$ cat config.mk
export PLATFORM = sky130hd
export DESIGN_NAME = i2cq_master_seq
export DESIGN_NICKNAME = d
export VERILOG_FILES = /design/src/rtl/i2cq_pkg.sv /design/src/rtl/i2cq_fifo.sv /design/src/rtl/i2cq_slots.sv /design/src/rtl/i2cq_seq.sv /design/src/rtl/i2cq_master_seq.sv
export SDC_FILE = /design/constraint.sdc
export NUM_CORES = 1
export LEC_CHECK = 0
export BUFFER_PORTS_ARGS = -buffer_cell sky130_fd_sc_hd__buf_2
export CORE_ASPECT_RATIO = 1.4
export CORE_UTILIZATION = 55
export CTS_BUF_LIST = sky130_fd_sc_hd__clkbuf_8
export CTS_CLUSTER_DIAMETER = 50
export DETAILED_ROUTE_END_ITERATION = 16
export HOLD_SLACK_MARGIN = 0.02
export PLACE_DENSITY = 0.8
export SLEW_MARGIN = 40
export SYNTH_ARGS = -nofsm -noshare
export SYNTH_HDL_FRONTEND = slang
export SYNTH_HIERARCHICAL = 1
export SYNTH_SLANG_ARGS = --single-unit
$ cat constraint.sdc
create_clock -name clk -period 3.6 [get_ports clk]
set_input_delay 0.54 -clock clk [delete_from_list [all_inputs] [get_ports clk]]
set_output_delay 0.54 -clock clk [all_outputs]
set_load 0.05 [all_outputs]
$ cat src/rtl/i2cq_pkg.sv
package i2cq_pkg;
    localparam logic [4:0] OP_RSTART = 5'd6;
    localparam logic [4:0] OP_WRITE  = 5'd1;
    localparam logic [4:0] OP_READ   = 5'd3;
    localparam logic [4:0] OP_STOP   = 5'd2;

    typedef struct packed {
        logic [4:0] op;
        logic       ack_rsp;
        logic       ack_exp;
        logic       ack_chk;
        logic [7:0] cnt;
    } cmd_word_t;

    typedef enum logic [1:0] {
        EOP_START = 2'd0,
        EOP_STOP  = 2'd1,
        EOP_WR    = 2'd2,
        EOP_RD    = 2'd3
    } eng_op_e;

    typedef enum logic [1:0] {
        ST_IDLE  = 2'd0,
        ST_FETCH = 2'd1,
        ST_WAIT  = 2'd2
    } seq_state_e;

    typedef struct packed {
        logic complete;
        logic endd;
        logic nack;
        logic arb;
        logic tmo;
    } seq_flags_t;
endpackage

$ cat src/rtl/i2cq_fifo.sv
module i2cq_fifo #(
    parameter int W     = 8,
    parameter int DEPTH = 32
) (
    input  logic              clk,
    input  logic              rst_n,
    input  logic              clr,
    input  logic              push,
    input  logic [W-1:0]      wdata,
    input  logic              pop,
    output logic [W-1:0]      rdata,
    output logic [$clog2(DEPTH):0] level,
    output logic              full,
    output logic              empty
);
    localparam int AW = $clog2(DEPTH);

    typedef struct packed {
        logic [AW-1:0] wp;
        logic [AW-1:0] rp;
        logic [AW:0]   cnt;
    } fifo_regs_t;

    fifo_regs_t     r_q, r_d;
    logic [W-1:0]   mem_q [DEPTH];
    logic           do_push, do_pop;

    assign full  = (r_q.cnt == (AW+1)'(DEPTH));
    assign empty = (r_q.cnt == '0);
    assign level = r_q.cnt;
    assign rdata = mem_q[r_q.rp];

    always_comb begin
        r_d     = r_q;
        do_push = push && !full;
        do_pop  = pop && !empty;
        if (do_push) r_d.wp = r_q.wp + 1'b1;
        if (do_pop)  r_d.rp = r_q.rp + 1'b1;
        case ({do_push, do_pop})
            2'b10:   r_d.cnt = r_q.cnt + 1'b1;
            2'b01:   r_d.cnt = r_q.cnt - 1'b1;
            default: r_d.cnt = r_q.cnt;
        endcase
        if (clr) r_d = '0;
    end

    always_ff @(posedge clk or negedge rst_n) begin
        if (!rst_n) r_q <= '0;
        else        r_q <= r_d;
    end

    always_ff @(posedge clk) begin
        if (do_push && !clr) mem_q[r_q.wp] <= wdata;
    end

    assert_no_overflow_R11: assert property (@(posedge clk) disable iff (!rst_n)
        (push && full && !pop && !clr) |=> (level == $past(level)));
    assert_level_bound_R11: assert property (@(posedge clk) disable iff (!rst_n)
        level <= (AW+1)'(DEPTH));
    assert_clr_empties_R11: assert property (@(posedge clk) disable iff (!rst_n)
        clr |=> empty);
endmodule

$ cat src/rtl/i2cq_slots.sv
module i2cq_slots #(
    parameter int SLOTS = 16,
    parameter int CW    = 16
) (
    input  logic                     clk,
    input  logic                     rst_n,
    input  logic                     clr,
    input  logic                     we,
    input  logic [$clog2(SLOTS)-1:0] widx,
    input  logic [CW-1:0]            wdata,
    input  logic [$clog2(SLOTS)-1:0] ridx,
    output logic [CW-1:0]            rdata,
    input  logic                     done_set,
    input  logic                     done_clr,
    output logic [SLOTS-1:0]         done
);
    typedef struct packed {
        logic [SLOTS-1:0][CW-1:0] words;
        logic [SLOTS-1:0]         done;
    } slot_regs_t;

    slot_regs_t r_q, r_d;

    assign rdata = r_q.words[ridx];
    assign done  = r_q.done;

    always_comb begin
        r_d = r_q;
        for (int i = 0; i < SLOTS; i++) begin
            if (we && widx == i[$clog2(SLOTS)-1:0]) begin
                r_d.words[i] = wdata;
                r_d.done[i]  = 1'b0;
            end
            if (done_set && ridx == i[$clog2(SLOTS)-1:0]) r_d.done[i] = 1'b1;
        end
        if (done_clr) r_d.done = '0;
        if (clr)      r_d      = '0;
    end

    always_ff @(posedge clk or negedge rst_n) begin
        if (!rst_n) r_q <= '0;
        else        r_q <= r_d;
    end

    assert_done_follows_R5: assert property (@(posedge clk) disable iff (!rst_n)
        (done_set && !clr && !done_clr) |=> done[$past(ridx)]);
    assert_clr_zeroes_R5: assert property (@(posedge clk) disable iff (!rst_n)
        clr |=> (done == '0));
endmodule

$ cat src/rtl/i2cq_seq.sv
module i2cq_seq
    import i2cq_pkg::*;
#(
    parameter int SLOTS       = 16,
    parameter int TIMEOUT_CYC = 1024
) (
    input  logic                     clk,
    input  logic                     rst_n,
    input  logic                     go,
    input  logic                     fsm_clr,
    output logic [$clog2(SLOTS)-1:0] slot_ridx,
    input  logic [15:0]              slot_rdata,
    output logic                     done_set,
    output logic                     done_clr,
    input  logic                     tx_empty,
    output logic                     tx_pop,
    input  logic                     rx_full,
    output logic                     rx_push,
    output logic                     eng_req,
    output eng_op_e                  eng_op,
    output logic                     eng_ack_drive,
    input  logic                     eng_done,
    input  logic                     eng_ack_rx,
    input  logic                     eng_arb_lost,
    output logic                     busy,
    output seq_flags_t               flags
);
    localparam int IW = $clog2(SLOTS);
    localparam int TW = $clog2(TIMEOUT_CYC + 1);
    localparam logic [IW-1:0] LAST = IW'(SLOTS - 1);

    typedef struct packed {
        seq_state_e  state;
        logic [IW-1:0] pc;
        cmd_word_t   cur;
        logic [7:0]  remain;
        logic [TW-1:0] tmo;
        seq_flags_t  flags;
    } seq_regs_t;

    seq_regs_t r_q, r_d;
    cmd_word_t word;
    logic      advance;

    assign slot_ridx     = r_q.pc;
    assign busy          = (r_q.state != ST_IDLE);
    assign flags         = r_q.flags;
    assign eng_ack_drive = r_q.cur.ack_rsp;
    assign eng_req       = (r_q.state == ST_WAIT) && !(r_q.cur.op == OP_WRITE && tx_empty);

    always_comb begin
        case (r_q.cur.op)
            OP_RSTART: eng_op = EOP_START;
            OP_WRITE:  eng_op = EOP_WR;
            OP_READ:   eng_op = EOP_RD;
            default:   eng_op = EOP_STOP;
        endcase
    end

    always_comb begin
        r_d      = r_q;
        word     = cmd_word_t'(slot_rdata);
        advance  = 1'b0;
        done_set = 1'b0;
        done_clr = 1'b0;
        tx_pop   = 1'b0;
        rx_push  = 1'b0;
        case (r_q.state)
            ST_IDLE: begin
                if (go) begin
                    r_d.state = ST_FETCH;
                    r_d.pc    = '0;
                    r_d.flags = '0;
                    done_clr  = 1'b1;
                end
            end
            ST_FETCH: begin
                r_d.cur    = word;
                r_d.remain = word.cnt;
                r_d.tmo    = '0;
                if (word.op == OP_RSTART || word.op == OP_WRITE ||
                    word.op == OP_READ   || word.op == OP_STOP) begin
                    r_d.state = ST_WAIT;
                end else begin
                    r_d.flags.endd = 1'b1;
                    r_d.state      = ST_IDLE;
                end
            end
            ST_WAIT: begin
                if (eng_done) begin
                    r_d.tmo = '0;
                    if (eng_arb_lost) begin
                        r_d.flags.arb = 1'b1;
                        r_d.state     = ST_IDLE;
                    end else begin
                        case (r_q.cur.op)
                            OP_WRITE: begin
                                tx_pop = 1'b1;
                                if (r_q.cur.ack_chk && (eng_ack_rx != r_q.cur.ack_exp)) begin
                                    r_d.flags.nack = 1'b1;
                                    r_d.state      = ST_IDLE;
                                end else if (r_q.remain == 8'd1) begin
                                    advance = 1'b1;
                                end else begin
                                    r_d.remain = r_q.remain - 8'd1;
                                end
                            end
                            OP_READ: begin
                                rx_push = !rx_full;
                                if (r_q.remain == 8'd1) advance = 1'b1;
                                else                    r_d.remain = r_q.remain - 8'd1;
                            end
                            OP_STOP: begin
                                done_set           = 1'b1;
                                r_d.flags.complete = 1'b1;
                                r_d.state          = ST_IDLE;
                            end
                            default: advance = 1'b1;
                        endcase
                    end
                end else if (r_q.tmo == TW'(TIMEOUT_CYC - 1)) begin
                    r_d.flags.tmo = 1'b1;
                    r_d.state     = ST_IDLE;
                end else begin
                    r_d.tmo = r_q.tmo + 1'b1;
                end
            end
            default: r_d.state = ST_IDLE;
        endcase
        if (advance) begin
            done_set = 1'b1;
            if (r_q.pc == LAST) begin
                r_d.flags.endd = 1'b1;
                r_d.state      = ST_IDLE;
            end else begin
                r_d.pc    = r_q.pc + 1'b1;
                r_d.state = ST_FETCH;
            end
        end
        if (fsm_clr) begin
            r_d      = '0;
            done_set = 1'b0;
            done_clr = 1'b0;
            tx_pop   = 1'b0;
            rx_push  = 1'b0;
        end
    end

    always_ff @(posedge clk or negedge rst_n) begin
        if (!rst_n) r_q <= '0;
        else        r_q <= r_d;
    end

    // the engine only completes a write byte that was offered from a non-empty FIFO
    assert_pop_has_data_R2: assert property (@(posedge clk) disable iff (!rst_n)
        tx_pop |-> !tx_empty);
    assert_nack_halts_R4: assert property (@(posedge clk) disable iff (!rst_n)
        $rose(flags.nack) |-> !busy);
    assert_stop_completes_R6: assert property (@(posedge clk) disable iff (!rst_n)
        $rose(flags.complete) |-> !busy);
    assert_one_outcome_R7: assert property (@(posedge clk) disable iff (!rst_n)
        $countones(flags) <= 1);
    assert_arb_halts_R8: assert property (@(posedge clk) disable iff (!rst_n)
        $rose(flags.arb) |-> !busy);
    assert_tmo_bound_R9: assert property (@(posedge clk) disable iff (!rst_n)
        r_q.tmo < TW'(TIMEOUT_CYC));
    assert_go_ignored_R10: assert property (@(posedge clk) disable iff (!rst_n)
        (r_q.state == ST_WAIT && go && !fsm_clr && !eng_done && r_q.tmo != TW'(TIMEOUT_CYC - 1))
        |=> (r_q.state == ST_WAIT && r_q.pc == $past(r_q.pc)));
    assert_fsm_clr_R12: assert property (@(posedge clk) disable iff (!rst_n)
        fsm_clr |=> (!busy && flags == '0));
endmodule

$ cat src/rtl/i2cq_master_seq.sv
module i2cq_master_seq
    import i2cq_pkg::*;
#(
    parameter int SLOTS       = 16,
    parameter int FIFO_DEPTH  = 32,
    parameter int TIMEOUT_CYC = 1024
) (
    input  logic                     clk,
    input  logic                     rst_n,
    input  logic                     cmd_we,
    input  logic [$clog2(SLOTS)-1:0] cmd_idx,
    input  logic [15:0]              cmd_wdata,
    input  logic                     cmd_clr,
    output logic [SLOTS-1:0]         cmd_done,
    input  logic                     tx_push,
    input  logic [7:0]               tx_data,
    input  logic                     tx_clr,
    output logic                     tx_full,
    output logic [$clog2(FIFO_DEPTH):0] tx_level,
    input  logic                     rx_pop,
    input  logic                     rx_clr,
    output logic [7:0]               rx_data,
    output logic                     rx_empty,
    output logic [$clog2(FIFO_DEPTH):0] rx_level,
    input  logic                     go,
    input  logic                     fsm_clr,
    output logic                     busy,
    output logic                     st_complete,
    output logic                     st_end,
    output logic                     st_nack,
    output logic                     st_arb,
    output logic                     st_timeout,
    output logic                     eng_req,
    output logic [1:0]               eng_op,
    output logic [7:0]               eng_wdata,
    output logic                     eng_ack_drive,
    input  logic                     eng_done,
    input  logic [7:0]               eng_rdata,
    input  logic                     eng_ack_rx,
    input  logic                     eng_arb_lost
);
    localparam int IW = $clog2(SLOTS);

    logic [IW-1:0] slot_ridx;
    logic [15:0]   slot_rdata;
    logic          done_set, done_clr;
    logic          tx_empty, tx_pop, rx_full, rx_push;
    eng_op_e       op_e;
    seq_flags_t    flags;

    assign eng_op      = op_e;
    assign st_complete = flags.complete;
    assign st_end      = flags.endd;
    assign st_nack     = flags.nack;
    assign st_arb      = flags.arb;
    assign st_timeout  = flags.tmo;

    i2cq_slots #(.SLOTS(SLOTS), .CW(16)) u_slots (
        .clk(clk), .rst_n(rst_n), .clr(cmd_clr),
        .we(cmd_we), .widx(cmd_idx), .wdata(cmd_wdata),
        .ridx(slot_ridx), .rdata(slot_rdata),
        .done_set(done_set), .done_clr(done_clr), .done(cmd_done)
    );

    i2cq_fifo #(.W(8), .DEPTH(FIFO_DEPTH)) u_txf (
        .clk(clk), .rst_n(rst_n), .clr(tx_clr),
        .push(tx_push), .wdata(tx_data), .pop(tx_pop), .rdata(eng_wdata),
        .level(tx_level), .full(tx_full), .empty(tx_empty)
    );

    i2cq_fifo #(.W(8), .DEPTH(FIFO_DEPTH)) u_rxf (
        .clk(clk), .rst_n(rst_n), .clr(rx_clr),
        .push(rx_push), .wdata(eng_rdata), .pop(rx_pop), .rdata(rx_data),
        .level(rx_level), .full(rx_full), .empty(rx_empty)
    );

    i2cq_seq #(.SLOTS(SLOTS), .TIMEOUT_CYC(TIMEOUT_CYC)) u_seq (
        .clk(clk), .rst_n(rst_n), .go(go), .fsm_clr(fsm_clr),
        .slot_ridx(slot_ridx), .slot_rdata(slot_rdata),
        .done_set(done_set), .done_clr(done_clr),
        .tx_empty(tx_empty), .tx_pop(tx_pop),
        .rx_full(rx_full), .rx_push(rx_push),
        .eng_req(eng_req), .eng_op(op_e), .eng_ack_drive(eng_ack_drive),
        .eng_done(eng_done), .eng_ack_rx(eng_ack_rx), .eng_arb_lost(eng_arb_lost),
        .busy(busy), .flags(flags)
    );
endmodule

# After elaboration in Yosys (flattened, before gate mapping)
# Memory sizes are Yosys's and may differ from the RTL's.
# Index checks and enable logic that the tools add are counted.
# op_classes
add_sub_neg,11
n_reduce_logical,105
n_eq_ne,65
mux,129
order_cmp,1
# op_table
op,count
$mux 16,21
$mux 272,1
$mux 1,73
$bmux 16 s4,1
$eq 4x4->1 const B,16
$reduce_bool 4->1,16
$mux 46,1
$reduce_bool 2->1,22
$logic_and 1x1->1,41
$pmux 19 s2,1
$eq 4x3->1 const B,8
$mux 8,4
$ne 3x3->1 const B,9
$mux 5,5
$pmux 6 s2,2
$mux 11,2
$add 5x1->5 const B,4
$eq 5x2->1 const B,4
$eq 4x2->1 const B,4
$pmux 8 s2,1
$ne 7x6->1 const B,2
$add 6x1->6 const B,2
$eq 6x6->1 const B,2
$logic_not 6->1,2
other kinds (33),67
# word_totals
ram_bits,512
regBits,342
mem_count,2
word_cells,364
# mem_list
memory,depth,word_bits,rd,rd_clocked_by_memory_dff,write_ports,line_no,source
u_rxf.mem_q,32,8,1,0,1,i2cq_fifo.sv:25,logic [W-1:0] mem_q [DEPTH];
u_txf.mem_q,32,8,1,0,1,i2cq_fifo.sv:25,

# Logic depth before layout (Yosys ltp)
# Gate-level depths: netlist (run 1).
# depth
depth_word,13
ltp_mapped,12
depth_no_buf,11

# Modules after synthesis
# The synthesis (run 1) kept the hierarchy.
# by_module_without_submodules
module,n_inst,seq_area_each_um2,area_each_um2,cells_each
i2cq_slots,1,6806.5,13860.8,1439
i2cq_fifo (u_rxf),1,8087.8,11105.7,620
i2cq_fifo (u_txf),1,8087.8,11061.9,620
i2cq_seq,1,950.9,2332.2,270

# Worst setup path after synthesis (run 1)
# No wires, ideal clock.
# synth_path
path_kind,input to register
start,input port eng_arb_lost
end,"register u_rxf.r_q, in the netlist u_rxf/level[5]"
t_arrival_ns,3.187
setup_slack_ns,0.286
required_ns,3.472
path_buffers,0
setup_ns,0.128
cell_stages,11
cell_sequence,and4bb_2 nand2_1 nor4b_1 o31a_4 nor2b_4 ha_1 a211oi_1 o21bai_1 a21oi_1 mux2i_1 mux2_1
# synth_via
elab_chain_len,8
elab_cells_between_ends,10
cone_classes,eq/ne: 2; mux: 6; reduce/logical: 2
# synth_lines
element,line_no,source
from (decl),i2cq_master_seq.sv:40,input logic eng_arb_lost
$mux 1 (*),i2cq_seq.sv:92,if (eng_arb_lost) begin
$mux 1 (*),i2cq_seq.sv:90,if (eng_done) begin
$mux 1 (*),i2cq_seq.sv:68,case (r_q.state)
$mux 1 (*),i2cq_seq.sv:140,if (fsm_clr) begin
named net rx_push,i2cq_master_seq.sv:47,"logic tx_empty, tx_pop, rx_full, rx_push;"
$logic_and 1x1->1 (*),i2cq_fifo.sv:35,do_push = push && !full;
$eq 2x1->1 / $eq 2x2->1 (equally long branches),i2cq_fifo.sv:39,"case ({do_push, do_pop})"
$pmux 6 s2,i2cq_fifo.sv:39,
$mux 16,i2cq_fifo.sv:44,if (clr) r_d = '0;
to (signal assigned),i2cq_fifo.sv:49,else r_q <= r_d;
to (decl),i2cq_fifo.sv:24,"fifo_regs_t r_q, r_d;"
# Mark *: on every way through the listed nets, which the timed path passes. The rest lies on a longest branch.
# A chain may end at the register's enable or synchronous reset.

# Worst setup path after layout (run 1)
# layout_path
start,register u_txf/r_q[8] (netlist bit)
end,output port eng_wdata[4]
# layout_via
elab_chain_len,1
# layout_lines
element,line_no,source
from (decl),i2cq_fifo.sv:24,
from (signal assigned),i2cq_fifo.sv:49,
$mem_v2 32x8,n/a,
to (decl),i2cq_master_seq.sv:35,"output logic [7:0] eng_wdata,"
# No other way between the ends.

==> key figures, run 1 <==
Critical path
  – CP max-delay cell: dfrtp_1
  – Max stage delay on crit path: approximately 0.43 ns
  – Critical-path cell list: buf_6 -> nor2b_1 -> buf_4 -> a22o_1 -> nor3_1 -> a31oi_1 -> o221ai_1 -> buf_2
  – Worst-path maximum fanout: 18
  – WS Path Type: reg -> out
  – CP arrival: 3.02 ns
  – Crit path launch type: flip-flop
  – Crit end category: output pin
  – Critical Path RT: a little over 3 ns

Synthesis
  – Synth cell types: 84
  – Syn_nets: 3022
  – Sequential-to-total area share from yosys stat: 62.39%
  – Asr flop ratio synth: 40.05%
  – Synth Instances: 2949
  – Synthesized flop and latch total: 854
  – Top_reg_cell synth: edfxtp_1
  – Post-Syn Area: 38360 um^2
  – Synth top area share: 40.08%
  – Top cell type by total area after synthesis: edfxtp_1
  – Ys Warns: 6
  – Post-synth top cells: edfxtp_1 (512), dfrtp_1 (342), a21oi_1 (320)
  – Synth top area cells: edfxtp_1 (40%), dfrtp_1 (22%), mux4_2 (5.5%)
  – Cell with the most instances after synthesis: edfxtp_1
  – Syn avg cell area: 13.01 um^2
  – EDFF count, synth: roughly 510

STA
  – Fmax: 280.9 MHz
  – Crit path time final: 3.560 ns
  – Slew headroom: 40.96%
  – Final Setup Violations: 0
  – Final max-slew violation count: 0
  – Clk_skew: 0.04121 ns
  – Final worst-path cycle share: 98.88%
  – Final Hold Vio Count: 0
  – RSZ-0062 raised after global routing: no
  – Worst-Margin Slew: 0.8856 ns
  – Setup TNS: 0 ns

Routing
  – Vias per cell: 6.535
  – Drt pass-1 iters: 6
  – WL final: 96.55 mm
  – Post-DR wirelength/cell: 24.08 um
  – Drt first-iter violations: 3090
  – Vias: approximately 26000
  – DRC: 0
  – DRT antenna net count: 0

Placed design
  – DP Wirelength: between 50 and 60 mm
  – # port buffers: 104
  – GP Congestion: 0.9003

Global route
  – Initial antenna violation count: 7
  – Pin count of the biggest net entering global routing: approximately 130
  – GRT Resource Usage Total: 27.54%
  – Remaining global-route overflow: 0
  – Vias in the first global route: 26690
  – First-pass GRT wire length: 149.5 mm

Floorplan
  – Core ar.: 69040 um^2
  – Die extent in y: 314.5 um
  – Die X: 225.2 um
  – Die area: 70820 um^2
  – Effective utilization at floorplan: 55.57%
  – Num ports: between 100 and 150
  – Row count: 114

CTS
  – Inserted Clock Buffers: 130
  – Clk root buf: clkbuf_8
  – Worst-path clk slew: 0.06 ns
  – CTS Buffer Depth: 3
  – CTS tree: done
  – Clk_lat worst skew: 0.80 ns
  – H-tree Lvls: 4
  – Clk sink count: between 800 and 900

Final layout
  – Fin util: 60.98%
  – Area Overhead vs Synth: 9.752%
  – Share of cells above drive strength 1: 17.52%
  – Final nets: 3051

Power and ir drop
  – Worst vdd ir: 327.0 uV
  – LEAKAGE: approximately 15 nW
  – Pwr dens: 486.6 nW/um^2
  – Total power: 20.49 mW

Status
  – Outcome: completed

Job
  – Max Cap Viol: 0

Min path
  – Hold Crit Class: in -> reg
## placed cells by master (no fill, tap or decap), types with 6 or more instances in the layout
cell type / count
edfxtp_1: 512
nand3b_1: 10
nor2_1: 131
mux2_1: 8
mux4_2: 94
clkinv_1: 23
buf_4: 88
a32o_1: 8
nand2b_1: 8
nor3_1: 25
nand2_1: 101
nand3_1: 269
inv_1: 57
o21ai_0: 276
mux2i_1: 168
buf_12: 13
xnor2_1: 9
a22o_1: 32
buf_2: 100
ha_1: 22
xor2_1: 13
o221ai_1: 16
o21ai_1: 16
nand4_1: 11
dfrtp_1: 336
clkinv_2: 14
nor3_2: 6
a31oi_1: 20
a22oi_1: 50
nor2b_1: 8
a21oi_1: 320
clkbuf_8: 139
mux4_1: 29
## flip-flops by register name, indices dropped and copies added (netlist names)
name	count
u_slots/done	16
u_rxf/level	6
u_rxf/mem_q	256
u_slots/r_q	256
u_seq/flags	5
u_txf/mem_q	256
u_seq/r_q	28
u_rxf/r_q	10
u_seq/slot_ridx	4
u_txf/level	6
u_seq/eng_ack_drive	1
u_txf/r_q	10
## area by class of cell
cell class              instances  area (um^2)
diodes                          4        10.01
clock buffers                 139         1913
clock inverters                92        475.5
fillers                      5115        26930
inverters                      17        63.81
multi-input cells            1765        12990
flip-flops and latches        854        23950
well taps                     928         1161
repair buffers                210         1545
## cells by family (layout without fill, tap and decap cells)
logic type / count (synthesis) / count (layout) / synth area share (%)
buf+inv: 330 / 458 / 4.018
flops: 854 / 854 / 62.39
fa+ha+maj: 24 / 24 / 0.8219
other cells: 0 / 4 / 0
xor+xnor: 22 / 22 / 0.5023
simple gates: 632 / 632 / 8.122
mux: 308 / 308 / 12.57
compound gates: 779 / 779 / 11.58
## through the flow
| step | setup slack [ns] | hold WS (ns) | cell area [um^2] | instances |
|---|---|---|---|---|
| CTS | 0.01213 | 0.06695 | 42010 | 4003 |
| floorplan | 0.2857 | 0.2444 | 38360 | 2949 |
| global route | 0.005875 | 0.1267 | 42100 | 4007 |
| detailed placement | 0.09668 | 0.5067 | 39550 | 3767 |
| global placement | 0.1632 | 0.4805 | 39530 | 3766 |
| finish | 0.04044 | 0.1358 | 42100 | 4009 |
## timing repair
item | CTS | global route
setup buffers | 4 | 0
resized for setup | 6 | 6
endpoints found under the hold margin | 93 | 0
pin swaps | 0 | 0
hold buffers | 1 | 0
endpoints found under the setup margin | 16 | 6
## critical path: cells and delay by family (launching register included)
| family | cells | cell delay (ns) |
|---|---|---|
| AND/OR/NAND/NOR | 2 | 0.48 |
| AO/OA/AOI/OAI | 3 | 0.50 |
| flip-flops | 1 | 0.43 |
| buffers and inverters | 3 | 0.83 |
## path summary, 6_finish.rpt
kind / from / endpoint / cells past startpoint / slack, ns
setup / recovery: u_txf/r_q[8] / eng_wdata[4] / 8 / 0.04
hold reg to reg: u_seq/flags[0] / u_seq/flags[0] / 2 / 0.52
hold / removal: cmd_wdata[3] / u_slots/r_q[195] / 3 / 0.14
setup reg to reg: u_rxf/level[1] / u_rxf/level[5] / 12 / 0.17
max in group asynchronous: rst_n / u_seq/slot_ridx[0] / 4 / 2.27
min in group asynchronous: rst_n / u_slots/r_q[258] / 2 / 0.22
## power breakdown
group,switching [mW],internal [mW],total [mW]
clock network,3.68,3.73,7.41
registers,0.0980,10.5,10.6
logic,1.63,0.847,2.48
## layer usage
layer	track usage (%)	share of wire, %	up-vias
met2	46.70	51	1537
met3	5.852	8.2	270
met5	0	0.038	-
met4	12.76	3.4	6
met1	33.75	37	13150
li1	-	-	11240
(Power assumes the default switching activity.)
==> inputs of run 2 (changes only) <==
--- a/config.mk
+++ b/config.mk
@@ -6,9 +6,8 @@
 export NUM_CORES = 1
 export LEC_CHECK = 0
 export BUFFER_PORTS_ARGS = -buffer_cell sky130_fd_sc_hd__buf_2
-export CORE_ASPECT_RATIO = 1.4
 export CORE_UTILIZATION = 55
-export CTS_BUF_LIST = sky130_fd_sc_hd__clkbuf_8
+export CTS_BUF_LIST = sky130_fd_sc_hd__clkbuf_4 sky130_fd_sc_hd__clkbuf_8
 export CTS_CLUSTER_DIAMETER = 50
 export DETAILED_ROUTE_END_ITERATION = 16
 export HOLD_SLACK_MARGIN = 0.02
==> run 2 against run 1 <==
- die area is essentially flat
- critical endpoint is now rx_data[4]
- sequential power is essentially flat
- critical path type unchanged
- via count grew 0.26%
- power grew 6.0%
- clock power grew 16%
- setup slack lost 0.028 ns
- cell count grew 0.92%
- utilization grew 1.1 points
- final area grew 1.5%
- clock skew grew 0.0011 ns
- critical path depth is the same
==> key figures, run 2 (same netlist as run 1, synthesis figures left out) <==
Status
  – Outcome: completed

Critical path
  – Max stage delay on crit path: 0.36 ns
  – Crit. Startpoint: u_rxf/r_q[7]
  – Reg-to-reg startpoint: u_seq/r_q[44]
  – Worst r2r dst: u_rxf/level[5]
  – Critical Path RT: about 3.1 ns
  – Critical-path cell list: clkbuf_8 -> nor2b_1 -> buf_4 -> a22o_1 -> nor3_1 -> a31oi_1 -> o221ai_1 -> clkbuf_4
  – CP arrival: 3.05 ns
  – Crit path to: rx_data[4]
  – CP max-delay cell: dfrtp_1
  – Worst-path maximum fanout: 37
  – FF-to-FF setup slack: 0.15 ns
  – Crit end category: output pin
  – Crit path launch type: flip-flop
  – R2R cell count: 12
  – WS Path Type: reg -> out

STA
  – Clk_skew: 0.04233 ns
  – RSZ-0062 raised after global routing: no
  – Setup TNS: 0 ns
  – Fmax: 278.7 MHz
  – Slew headroom: 41.79%
  – Final max-slew violation count: 0
  – Final Hold Vio Count: 0
  – Final worst-path cycle share: between 90% and 100%
  – Final Setup Violations: 0
  – Crit path time final: roughly 3.6 ns
  – Worst-Margin Slew: ~0.87 ns

Final layout
  – Fin util: 62.12%
  – Final nets: roughly 3100
  – Largest regs: u_rxf/mem_q (256), u_slots/r_q (256), u_txf/mem_q (256)
  – Post-Layout Cell Count: 4046
  – Share of cells above drive strength 1: 19.94%
  – Most common library cell in the layout ignoring fill and taps: edfxtp_1
  – Design area: around 43000 um^2
  – Area of the multi-input gates: 13010 um^2
  – Most frequent cells in the layout: edfxtp_1 (512), dfrtp_1 (337), a21oi_1 (320)
  – Area Overhead vs Synth: 11.45%
  – Reg area: 23950 um^2
  – Fill cells: 4913

Routing
  – DRT antenna net count: 0
  – Drt first-iter violations: 3235
  – Post-DR wirelength/cell: between 20 and 25 um
  – WL final: 94.40 mm
  – Vias per cell: 6.492
  – Drt pass-1 iters: 6
  – DRC: 0
  – Vias: 26270

Global route
  – Pin count of the biggest net entering global routing: roughly 140
  – First-pass GRT wire length: 147.4 mm
  – GRT Resource Usage Total: 26.87%
  – Remaining global-route overflow: 0
  – Initial antenna violation count: 8
  – Vias in the first global route: 26540

CTS
  – Worst-path clk slew: 0.06 ns
  – CTS Buffer Depth: 3
  – Clk root buf: clkbuf_8
  – CTS tree: done
  – Clk sink count: around 850
  – H-tree Lvls: 4
  – Inserted Clock Buffers: approximately 140
  – Clk_lat worst skew: 0.79 ns

Floorplan
  – Row count: 96
  – Num ports: 105
  – Die extent in y: around 270 um
  – Effective utilization at floorplan: about 56%
  – Die X: 266.1 um
  – Core ar.: 68830 um^2
  – Die area: just over 70000 um^2

Power and ir drop
  – Clk pwr share: 39.7%
  – Switching power: 5.585 mW
  – Logic pwr share: 11.5%
  – Flop pwr share: 48.8%
  – Worst vdd ir: 406.4 uV
  – Total power: roughly 22 mW
  – Pwr dens: 507.7 nW/um^2
  – Pint: 16.12 mW
  – LEAKAGE: 15.41 nW
  – Switching Fraction: roughly a quarter

Placed design
  – DP Wirelength: 55.04 mm
  – Post-placement cell area: around 40000 um^2
  – Placed Instances: 3787
  – GP Congestion: 0.8699
  – # port buffers: 104

Min path
  – Hold Crit Class: in -> reg

Job
  – Max Cap Viol: 0
[run 2: area by class of cell]
type	count	area share, %
Sequential cell	854	56.01
Timing Repair Buffer	228	3.942
Inverter	17	0.1493
Tap cell	931	2.725
Multi-Input combinational cell	1765	30.42
Clock buffer	201	5.797
Clock inverter	45	0.9248
Antenna cell	5	0.02927
[run 2: timing repair]
item | CTS | global route
buffers inserted | 5 | 0
resized for setup | 3 | 9
hold buffers | 2 | 0
endpoints found under the hold margin | 84 | 0
setup endpoints to repair | 11 | 8
[run 2: worst max-delay path: cells and delay by family (launching register included)]
| kind | cells | cell delay (ns) |
|---|---|---|
| simple gates | 2 | 0.26 |
| compound gates | 3 | 0.77 |
| buf+inv | 3 | 0.85 |
| flops | 1 | 0.36 |
[run 2: worst min-delay path by stage]
stage / start / cells after the start / slack, ns / endpoint
4_1_cts: go / 3 / 0.05 / u_seq/r_q[44]
5_1_grt: go / 3 / 0.1 / u_seq/r_q[44]
2_1_floorplan: rst_n / 0 / 0.24 / u_rxf/level[0]
3_3_place_gp: u_seq/flags[0] / 2 / 0.48 / u_seq/flags[0]
6_report: go / 3 / 0.11 / u_seq/r_q[44]
3_5_place_dp: u_seq/flags[0] / 2 / 0.49 / u_seq/flags[0]
[run 2: power by group through the flow]
stage / Combinational [mW] / Sequential [mW] / Clock, mW
final: 2.50 / 10.6 / 8.61
after CTS: 2.45 / 10.6 / 8.75
after global placement: 2.28 / 10.8 / 0
after detailed placement: 2.36 / 10.8 / 0
after global routing: 2.63 / 10.6 / 9.18
after floorplan: 1.68 / 10.8 / 0
[run 2: per-stage QoR]
stage                     hold WS (ns)  worst slack (ns)
after global placement          0.4774            0.1223
after global routing           0.09667          0.004693
final                           0.1113           0.01242
after CTS                      0.04527           0.03345
after floorplan                 0.2444            0.2857
after detailed placement        0.4885           0.02068
[run 2: layer usage]
layer,track usage [%],part of all wire [%]
met1,35.24,38
met2,43.84,49
met3,5.693,9.1
met4,10.92,3.4
met5,0,0.050
